File: src/rtl/irq_ctrl.sv
module irq_ctrl #(
  parameter int          NSRC       = 5,
  parameter logic [15:0] VEC_BASE   = 16'h0040,
  parameter int          VEC_STEP   = 8,
  parameter int          SVC_CYCLES = 5
) (
  input  logic            clk,
  input  logic            rst_n,
  input  logic [NSRC-1:0] req_i,
  input  logic            ie_wr_i,
  input  logic            if_wr_i,
  input  logic [7:0]      wr_data_i,
  input  logic            ei_i,
  input  logic            di_i,
  input  logic            reti_i,
  input  logic            halt_i,
  input  logic            ack_i,
  output logic [7:0]      ie_o,
  output logic [7:0]      if_o,
  output logic            take_o,
  output logic [15:0]     vector_o,
  output logic            halted_o,
  output logic [2:0]      cost_o
);
  localparam int IW = $clog2(NSRC);

  logic [7:0]      ie_q;
  logic [NSRC-1:0] if_q;
  logic            ime_q;
  logic            halt_q;
  logic [NSRC-1:0] pend;
  logic            any_pend;
  logic [IW-1:0]   sel;
  logic [NSRC-1:0] clr;
  logic            serve;

  assign pend     = ie_q[NSRC-1:0] & if_q;
  assign any_pend = |pend;
  assign take_o   = ime_q & any_pend;
  assign serve    = take_o & ack_i;

  always_comb begin
    sel = '0;
    for (int i = NSRC - 1; i >= 0; i--)
      if (pend[i]) sel = IW'(i);
  end

  always_comb begin
    clr = '0;
    if (serve) clr[sel] = 1'b1;
  end

  assign vector_o = VEC_BASE + 16'(VEC_STEP) * 16'(sel);
  assign halted_o = halt_q & ~any_pend;
  assign cost_o   = take_o ? 3'(SVC_CYCLES) : (halted_o ? 3'd1 : 3'd0);
  assign ie_o     = ie_q;
  assign if_o     = {{(8 - NSRC){1'b1}}, if_q};

  always_ff @(posedge clk) begin
    if (!rst_n) begin
      ie_q   <= '0;
      if_q   <= '0;
      ime_q  <= 1'b1;
      halt_q <= 1'b0;
    end else begin
      if (ie_wr_i) ie_q <= wr_data_i;
      if_q <= ((if_wr_i ? wr_data_i[NSRC-1:0] : if_q) & ~clr) | req_i;
      if (serve || di_i)       ime_q <= 1'b0;
      else if (ei_i || reti_i) ime_q <= 1'b1;
      halt_q <= (halt_q | halt_i) & ~any_pend;
    end
  end
endmodule


File: config.mk
export PLATFORM = sky130hd
export DESIGN_NAME = irq_ctrl
export DESIGN_NICKNAME = d
export VERILOG_FILES = /design/src/rtl/irq_ctrl.sv
export SDC_FILE = /design/constraint.sdc
export NUM_CORES = 1
export LEC_CHECK = 0
export ABC_CLOCK_PERIOD_IN_PS = 1500
export BUFFER_PORTS_ARGS = -buffer_cell sky130_fd_sc_hd__buf_2
export CORE_UTILIZATION = 42
export CTS_BUF_LIST = sky130_fd_sc_hd__clkbuf_4
export CTS_CLUSTER_SIZE = 12
export DETAILED_ROUTE_END_ITERATION = 12
export PLACE_DENSITY = 0.9
export SYNTH_ARGS = -nofsm -noshare
export SYNTH_HDL_FRONTEND = slang
export SYNTH_SLANG_ARGS = --single-unit
File: constraint.sdc
create_clock -name clk -period 1.5 [get_ports clk]
set_clock_uncertainty 0.1 [all_clocks]
set_input_delay 0.075 -clock clk [delete_from_list [all_inputs] [get_ports clk]]
set_output_delay 0.075 -clock clk [all_outputs]
set_load 0.005 [all_outputs]
Yosys cells after proc, flatten, opt, wreduce, memory -nomap -nowiden
Index checks and enable logic that the tools add are counted.
{"block": "word_totals", "register_bits": 15, "inputBits": 22, "word_cells": 35}
{"block": "op_classes", "add_sub_neg": 1, "n_lt_le_gt_ge": 2, "muxes": 13, "bitwise": 10, "reduce_logical": 5}
{"operator": "two-way mux 3 bit", "count": 6}
{"operator": "AND 5 bit", "count": 2}
{"operator": "two-way mux 5 bit", "count": 2}
{"operator": "adder 7 x 6 -> 8 bit (first input constant)", "count": 1}
{"operator": "NOT 5 bit", "count": 1}
{"operator": "bitwise OR 5 bit", "count": 1}
{"operator": "OR reduction 5 bit", "count": 1}
{"operator": "AND 1 bit", "count": 4}
{"operator": "less-than comparator 3 x 4 -> 1 bit (second input constant)", "count": 1}
{"operator": "two-way mux 1 bit", "count": 4}
{"operator": "demux 1 bit (select 3 bit)", "count": 1}
{"operator": ">= comparator 3 x 1 -> 1 bit (second input constant)", "count": 1}
{"operator": "logical OR 1 bit", "count": 2}
{"operator": "nonzero test 2 bit", "count": 1}
{"operator": "logical AND 1 bit", "count": 1}
{"operator": "NOT 1 bit", "count": 1}
{"operator": "bitwise OR 1 bit", "count": 1}

Longest topological paths before layout
Gate-level depths: netlist of the first run.
{"block": "depth", "word_depth": 14, "mapped_depth": 4}

Least setup slack after synthesis of the first run
Ideal clock, no wire load.
{"block": "synth_path", "path_type": "reg2out", "startpoint": "register if_q[0]", "endpoint": "output cost_o[2]", "arrival_time_ns": 1.079, "t_required_ns": 1.325, "setup_slack_ns": 0.246, "path_stages_with_launch": 5, "path_cell_list": "dfxtp_1 > a22oi_4 > nand4_4 > and2_1 > buf_4"}
{"block": "synth_between", "elab_chain_len": 4}
{"item": "start: declaration", "line_no": "28", "text": "logic [NSRC-1:0] if_q;"}
{"item": "start signal: assignment", "line_no": "67", "text": "if_q <= ((if_wr_i ? wr_data_i[NSRC-1:0] : if_q) & ~clr) | req_i;"}
{"item": "AND 5 bit", "line_no": "37", "text": "assign pend = ie_q[NSRC-1:0] & if_q;"}
{"item": "OR reduction 5 bit", "line_no": "38", "text": "assign any_pend = |pend;"}
{"item": "AND 1 bit", "line_no": "39", "text": "assign take_o = ime_q & any_pend;"}
{"item": "via take_o", "line_no": "20", "text": "output logic take_o,"}
{"item": "two-way mux 3 bit", "line_no": "55", "text": "assign cost_o = take_o ? 3'(SVC_CYCLES) : (halted_o ? 3'd1 : 3'd0);"}
{"item": "end: declaration", "line_no": "23", "text": "output logic [2:0] cost_o"}
The timed path passes the listed nets, and every way through them passes these cells.

Worst setup path after layout of the first run
{"block": "layout_path", "startpoint": "register ie_q[0], in the netlist ie_o[0]", "endpoint": "output cost_o[0]"}
{"block": "layout_between", "elab_chain_len": 6, "elab_cells_between_ends": 7}
{"item": "start: declaration", "line_no": "27", "text": "logic [7:0] ie_q;"}
{"item": "start signal: assignment", "line_no": "66", "text": "if (ie_wr_i) ie_q <= wr_data_i;"}
{"item": "AND 5 bit *", "line_no": "37"}
{"item": "OR reduction 5 bit *", "line_no": "38"}
{"item": "NOT 1 bit", "line_no": "54", "text": "assign halted_o = halt_q & ~any_pend;"}
{"item": "AND 1 bit", "line_no": "54"}
{"item": "two-way mux 1 bit", "line_no": "55"}
{"item": "two-way mux 3 bit *", "line_no": "55"}
Mark *: on every way between the ends. The rest lies on a longest branch, timed or not.

==> key figures, run 1 <==
Run status
  – Status: complete, but fails checks
  – Failing checks: negative setup slack

Route
  – 1st-pass router iterations: 4
  – DR iter-0 viols: 7
  – Routed wire length: about 2200 um
  – Residual DRC count: 0
  – Routed wire per std cell: around 12 um
  – Vias: about 830
  – Antenna-violating nets left: 0
  – Via density: between 4 and 5

Finish
  – Layout Nets: 173
  – Share of layout cells above drive strength 1: between 40% and 50%
  – Design Area, Final: between 0.001 and 0.0015 mm^2
  – Most common cell after layout, fill and taps aside: buf_2
  – # diodes: 0
  – Area growth, synth to finish: 43.3%
  – Most frequent cells in the layout: buf_2, conb_1, dlygate4sd3_1
  – Fillers: 170

Clock network
  – Cts bufs inserted: 3
  – H-tree Lvls: 1
  – CTS sink count: 15
  – CTS root buffer: clkbuf_4
  – Clock-pin slew on the worst setup and hold paths: roughly 90 ps
  – Worst skew pair latency: roughly 280 ps
  – CTS tree: built
  – Clk buf depth: 2

Placed design
  – Area after DPL: 0.00103 mm^2
  – Routability cong.: 0.802
  – Dpl hpwl: between 1000 and 1500 um
  – PortBufs: a little over 40

Synthesis
  – Yosys top cell by area: dfxtp_1
  – Average size of a mapped cell: 9.60 um^2
  – Top-area cell type share of the netlist area: between 30% and 40%
  – Register area share after synthesis: about a third
  – Cells after synthesis: a little over 90
  – Netlist Area Pre-Place: between 800 and 900 um^2
  – Synth unique cells: 25
  – Synth area leaders: dfxtp_1, buf_4, mux2i_1
  – Seq cells post-synth: 15
  – Synth warn: 0

Setup path
  – R2R cell count: 5
  – Reg-to-Reg End: if_q[4]
  – Critical Path Fanout Max: 3
  – Reg-to-reg slack, setup: 180 ps
  – Start of the worst register-to-register path: ie_o[0]
  – Critical path required time: approximately 1300 ps
  – Setup CP Type: register to output pin
  – Startpoint Class: register
  – WP data arrival: between 1000 and 1500 ps
  – Endpoint class of the critical path: output pin

GRT
  – Initial antenna violation count: 0
  – Grt total ovfl: 0
  – Largest net degree at the start of global routing: 17
  – GRT Overall Usage: a little over a fifth
  – First-pass GRT wire length: around 3300 um
  – Vias in the first global route: 800

Power
  – Sw Share: 27.8%
  – Int Power: 0.692 mW
  – Power Dens Cells: about 770 mW/mm^2
  – Gate power share: between 20% and 30%
  – P_sw: 0.266 mW
  – Sequential power share: roughly 48%
  – Clk pwr share: around a quarter
  – Static leakage: approximately 0.66 nW
  – Max rail drop VDD: about 0.60 mV

Timing
  – Fin crit period: roughly 1600 ps
  – Unrepaired setup endpoints after global routing: yes
  – Pins Over Slew Limit: 0
  – Final period util: 105%
  – Final hold vios: 0
  – Setup ws final: -76.7 ps
  – Setup tns final: -90.3 ps
  – Max frequency: 634 MHz
  – Final setup violating endpoints: 2

Floorplanning
  – Die height: 47.6 um
  – Boundary Pins: 59
  – Num rows: 16
  – Initial Utilization: between 40% and 50%
  – Total core area: 0.00196 mm^2
  – Die X: around 48 um
  – Die ar.: roughly 0.0023 mm^2

Worst hold path
  – WHS Endpoint: if_q[1]
  – HP Start: rst_n
  – HP Class: primary input to register
  – Cell count of the worst hold path: 2

Run
  – Max_cap viols: 0
-- cells by family after synthesis --
family                 Yosys count  synth area share [%]
AOI/OAI and AO/OA               17                  15.2
buffers and inverters           23                  17.9
DFF                             15                  34.4
muxes                           14                  16.8
other                            2                 0.860
and+or+nand+nor                 20                  14.9
-- how the worst max path moves through the flow --
| stage | from | depth (start not counted) | to |
|---|---|---|---|
| CTS | ie_o[0] | 4 | cost_o[0] |
| global route | ie_o[0] | 4 | cost_o[0] |
| global placement | if_q[0] | 4 | cost_o[0] |
| finish | ie_o[0] | 4 | cost_o[0] |
| floorplan | if_q[0] | 4 | cost_o[2] |
| detailed placement | if_q[0] | 4 | cost_o[0] |
-- cell type report --
| class | count | area [um^2] | share of cell area [%] |
|---|---|---|---|
| timing repair buffer | 61 | 397 | 31.7 |
| inverter | 2 | 7.51 | 0.600 |
| sequential | 15 | 308 | 24.6 |
| multi-input combinational | 68 | 475 | 38.0 |
| tap | 27 | 33.8 | 2.70 |
| clock buffer | 4 | 30.0 | 2.40 |
-- cells in the mapped netlist (all sizes together) --
library cell	instances
a21boi	1
a21oi	1
and4b	1
conb	2
and2	2
nor2	2
nor2b	8
o21a	5
inv	2
nor3	1
a41oi	2
a32oi	1
a31oi	4
and4	1
nand4	1
mux2	2
nand2	4
o21ai	2
a22oi	1
dfxtp	15
clkbuf	1
mux2i	12
buf	20
-- worst max-delay path: stages, from the launching register on --
cell and delay (ps):
dfxtp_2 350, a22oi_4 220, nand4_4 110, mux2_4 320, buf_6 110
-- stage by stage --
step / hold WS, ps / instances / util, % / power, mW / worst slack, ps
2_1_floorplan: 98.8 / 106 / - / 0.609 / 246
3_3_place_gp: 182 / 154 / 52.4 / 0.652 / 123
3_5_place_dp: 190 / 154 / 52.4 / 0.660 / 116
4_1_cts: 30.1 / 176 / 63.0 / 0.954 / -77.2
5_1_grt: 37.9 / 177 / 63.8 / 1.02 / -136
6_report: 34.4 / 177 / 63.8 / 0.958 / -76.7
-- state kept, by name, indices dropped and copies added, names as in the netlist --
name / flops
if_q: 5
ie_o: 8
halt_q: 1
ime_q: 1
-- per-layer routing --
metal | global-route usage, % | wire (um)
met5 | 0 | 0
met4 | 6.67 | 10
met3 | 6.04 | 149
met2 | 42.2 | 1150
met1 | 21.4 | 840
-- power by group through the flow --
stage          Clock (mW)  Combinational [mW]  Sequential, mW
5_1_grt             0.281               0.280           0.459
2_1_floorplan           0               0.145           0.464
3_5_place_dp            0               0.196           0.464
3_3_place_gp            0               0.190           0.462
4_1_cts             0.261               0.239           0.454
6_report            0.254               0.249           0.455
-- timing repair --
action                                 in CTS  in global routing
setup endpoints to repair                   5                  6
setup buffers                               4                  1
gates resized for setup                     6                  2
pin swaps                                   2                  0
endpoints found under the hold margin      14                  0
hold buffers                               14                  0
(Power assumes the default switching activity.)
==> inputs of run 2 (changes only) <==
ABC_AREA = 1   (was not set)
==> run 2 against run 1 <==
The run now ends clean. Sequential power is essentially flat. Largest power group unchanged. Cell count grew 20%. Design area is 6.0% higher. Largest cell class is now non-clock buffers.
==> key figures, run 2 <==
GRT
  – Vias in the first global route: 772
  – GRT Overall Usage: 19.5%
  – Grt total ovfl: 0
  – First-pass GRT wire length: roughly 3100 um
  – M3 GR Usage: 4.53%
  – Largest net degree at the start of global routing: 12
  – Initial antenna violation count: 0
  – GR Util met1: a little under a quarter
  – GR Util met2: 35.9%
  – Top Usage Layer GRT: met2

Floorplanning
  – Total core area: around 0.0020 mm^2
  – Die X: roughly 48 um
  – Initial Utilization: between 40% and 50%
  – Num rows: 16
  – Die height: 47.8 um
  – Boundary Pins: around 60
  – Die ar.: ~0.0023 mm^2

Finish
  – Most frequent cells in the layout: buf_2, nor2_1, dlygate4sd3_1
  – Area growth, synth to finish: 50.8%
  – # diodes: 0
  – Post-route insts no fill: around 210
  – Layout Nets: between 200 and 250
  – Most common cell after layout, fill and taps aside: buf_2
  – Share of layout cells above drive strength 1: 38.4%
  – Max FFs per register: 8

Clock network
  – CTS root buffer: clkbuf_4
  – H-tree Lvls: 1
  – CTS sink count: 15
  – Cts bufs inserted: 3
  – Clock-pin slew on the worst setup and hold paths: 90 ps
  – Worst skew pair latency: ~290 ps
  – CTS tree: built
  – Clk buf depth: 2

Setup path
  – WP data arrival: about 1600 ps
  – CP delay by family, top: buffers and inverters
  – Most used cell, CP: dlygate4sd3_1
  – Setup CP Type: primary input to register
  – CP peak stage delay: 560 ps
  – Crit path buf inv count: 3
  – Endpoint class of the critical path: register
  – Critical path, cell by cell: dlygate4sd3_1, clkbuf_4, o21ai_0, a21oi_1, dlygate4sd3_1
  – Crit-path slowest cell: dlygate4sd3_1
  – Critical path required time: between 1500 and 2000 ps
  – Critical Path Fanout Max: 11
  – Startpoint Class: primary input

Synthesis
  – Yosys top cell by area: dfxtp_1
  – Top-count cell post-synth: nor2_1
  – Top-area cell type share of the netlist area: 34.1%
  – Synth warn: 0
  – Seq cells post-synth: 15
  – Synth top cells by count: nor2_1, buf_4, dfxtp_1, inv_1, o21ai_0
  – Post-synth ARST share: 0%
  – Average size of a mapped cell: 7.39 um^2
  – Number of synthesized flops with an enable pin: 0
  – Cells after synthesis: between 100 and 150
  – Register area share after synthesis: 34.1%
  – Synth area leaders: dfxtp_1, buf_4, nor2_1
  – Netlist Area Pre-Place: between 800 and 900 um^2
  – Synth unique cells: 21
  – Ys flop type: dfxtp_1

Timing
  – Max frequency: between 600 and 700 MHz
  – Unrepaired setup endpoints after global routing: yes
  – Fin crit period: approximately 1500 ps
  – Final setup violating endpoints: 0
  – Final period util: approximately 100%
  – Final hold vios: 0
  – Pins Over Slew Limit: 0

Route
  – 1st-pass router iterations: 4
  – Routed wire per std cell: approximately 12 um
  – Residual DRC count: 0
  – Via density: 4.57
  – DR iter-0 viols: 31
  – Vias: between 900 and 1000
  – Routed wire length: 2480 um
  – Antenna-violating nets left: 0

Power
  – Static leakage: roughly 0.7 nW
  – Tot Pwr: a little under 1 mW
  – Max rail drop VDD: between 0.5 and 0.6 mV
  – Power Dens Cells: around 750 mW/mm^2

Run
  – Max_cap viols: 0

Placed design
  – Routability cong.: between 0.8 and 0.9
  – PortBufs: 41
  – Dpl hpwl: 1600 um
  – DP Cell Count: around 180

Worst hold path
  – HP Class: primary input to register

Run status
  – Status: complete, no violations
run 2: cell types whose count changed after synthesis, sizes merged, moves of 8 or more:
| cell | before | now |
|---|---|---|
| o21ai | 2 | 11 |
| mux2i | 12 | 2 |
| nor2 | 2 | 22 |
| inv | 2 | 11 |
| nor2b | 8 | 0 |
| nand2 | 4 | 15 |
run 2: area by class of cell:
cell class                 count  area, um^2
tap                           27        33.8
clock buffer                   4        30.0
timing repair buffer          68         458
fill                         170         636
multi-input combinational     87         454
inverter                      11        41.3
sequential                    15         309
run 2: logic make-up after synthesis:
| kind of cell | share of synthesized area (%) |
|---|---|
| AND/OR/NAND/NOR | 25.9 |
| buffers and inverters | 21.5 |
| AO/OA/AOI/OAI | 12.8 |
| flip-flops | 34.1 |
| multiplexers | 4.84 |
| other | 0.854 |
run 2: what timing repair did:
item,CTS,global route
hold endpoints to repair,15,0
pin swaps,1,4
buffers inserted,1,7
endpoints found under the setup margin,1,4
resized for setup,2,8
hold buffers,19,0
run 2: worst register-to-register path: stages (launching register included):
cell and delay [ps]:
dfxtp_1 330, nand2_1 170, inv_1 80, o21ai_0 210, nand2_1 110, o21bai_1 200
a21oi_1 80
run 2: path summary, 6_finish.rpt:
check | start | end | slack [ps] | cells after the start
min | ack_i | ime_q | 30 | 4
min reg2reg | ie_o[5] | ie_o[5] | 410 | 2
max | rst_n | ie_o[4] | 20 | 5
max reg2reg | if_q[4] | if_q[0] | 110 | 6
run 2: per-stage QoR:
stage | area (um^2) | utilization [%] | hold WS (ps) | setup slack [ps] | setup TNS (ps)
final | 1330 | 67.6 | 34.6 | 22.4 | 0
after CTS | 1260 | 64.1 | 27.1 | 24.1 | 0
after global placement | 1030 | 52.4 | 184 | 295 | 0
after detailed placement | 1030 | 52.4 | 187 | 221 | 0
after global routing | 1330 | 67.6 | 49.7 | -37.4 | -50.1
after floorplan | 936 | - | 92.4 | 359 | 0
run 2: power by group:
group          switching (mW)  internal, mW  leakage [nW]
Clock                   0.128         0.122        0.0184
Sequential             0.0249         0.431         0.127
Combinational           0.140         0.147         0.573
Total                   0.292         0.700         0.719
run 2: layer usage:
metal / vias to the layer above / part of all wire [%] / routed length (um)
met2: 50 / 51 / 1260
li1: 476 / - / -
met1: 436 / 41 / 1010
met5: - / 0 / 0
met3: 7 / 6.5 / 161
met4: 0 / 1.8 / 44
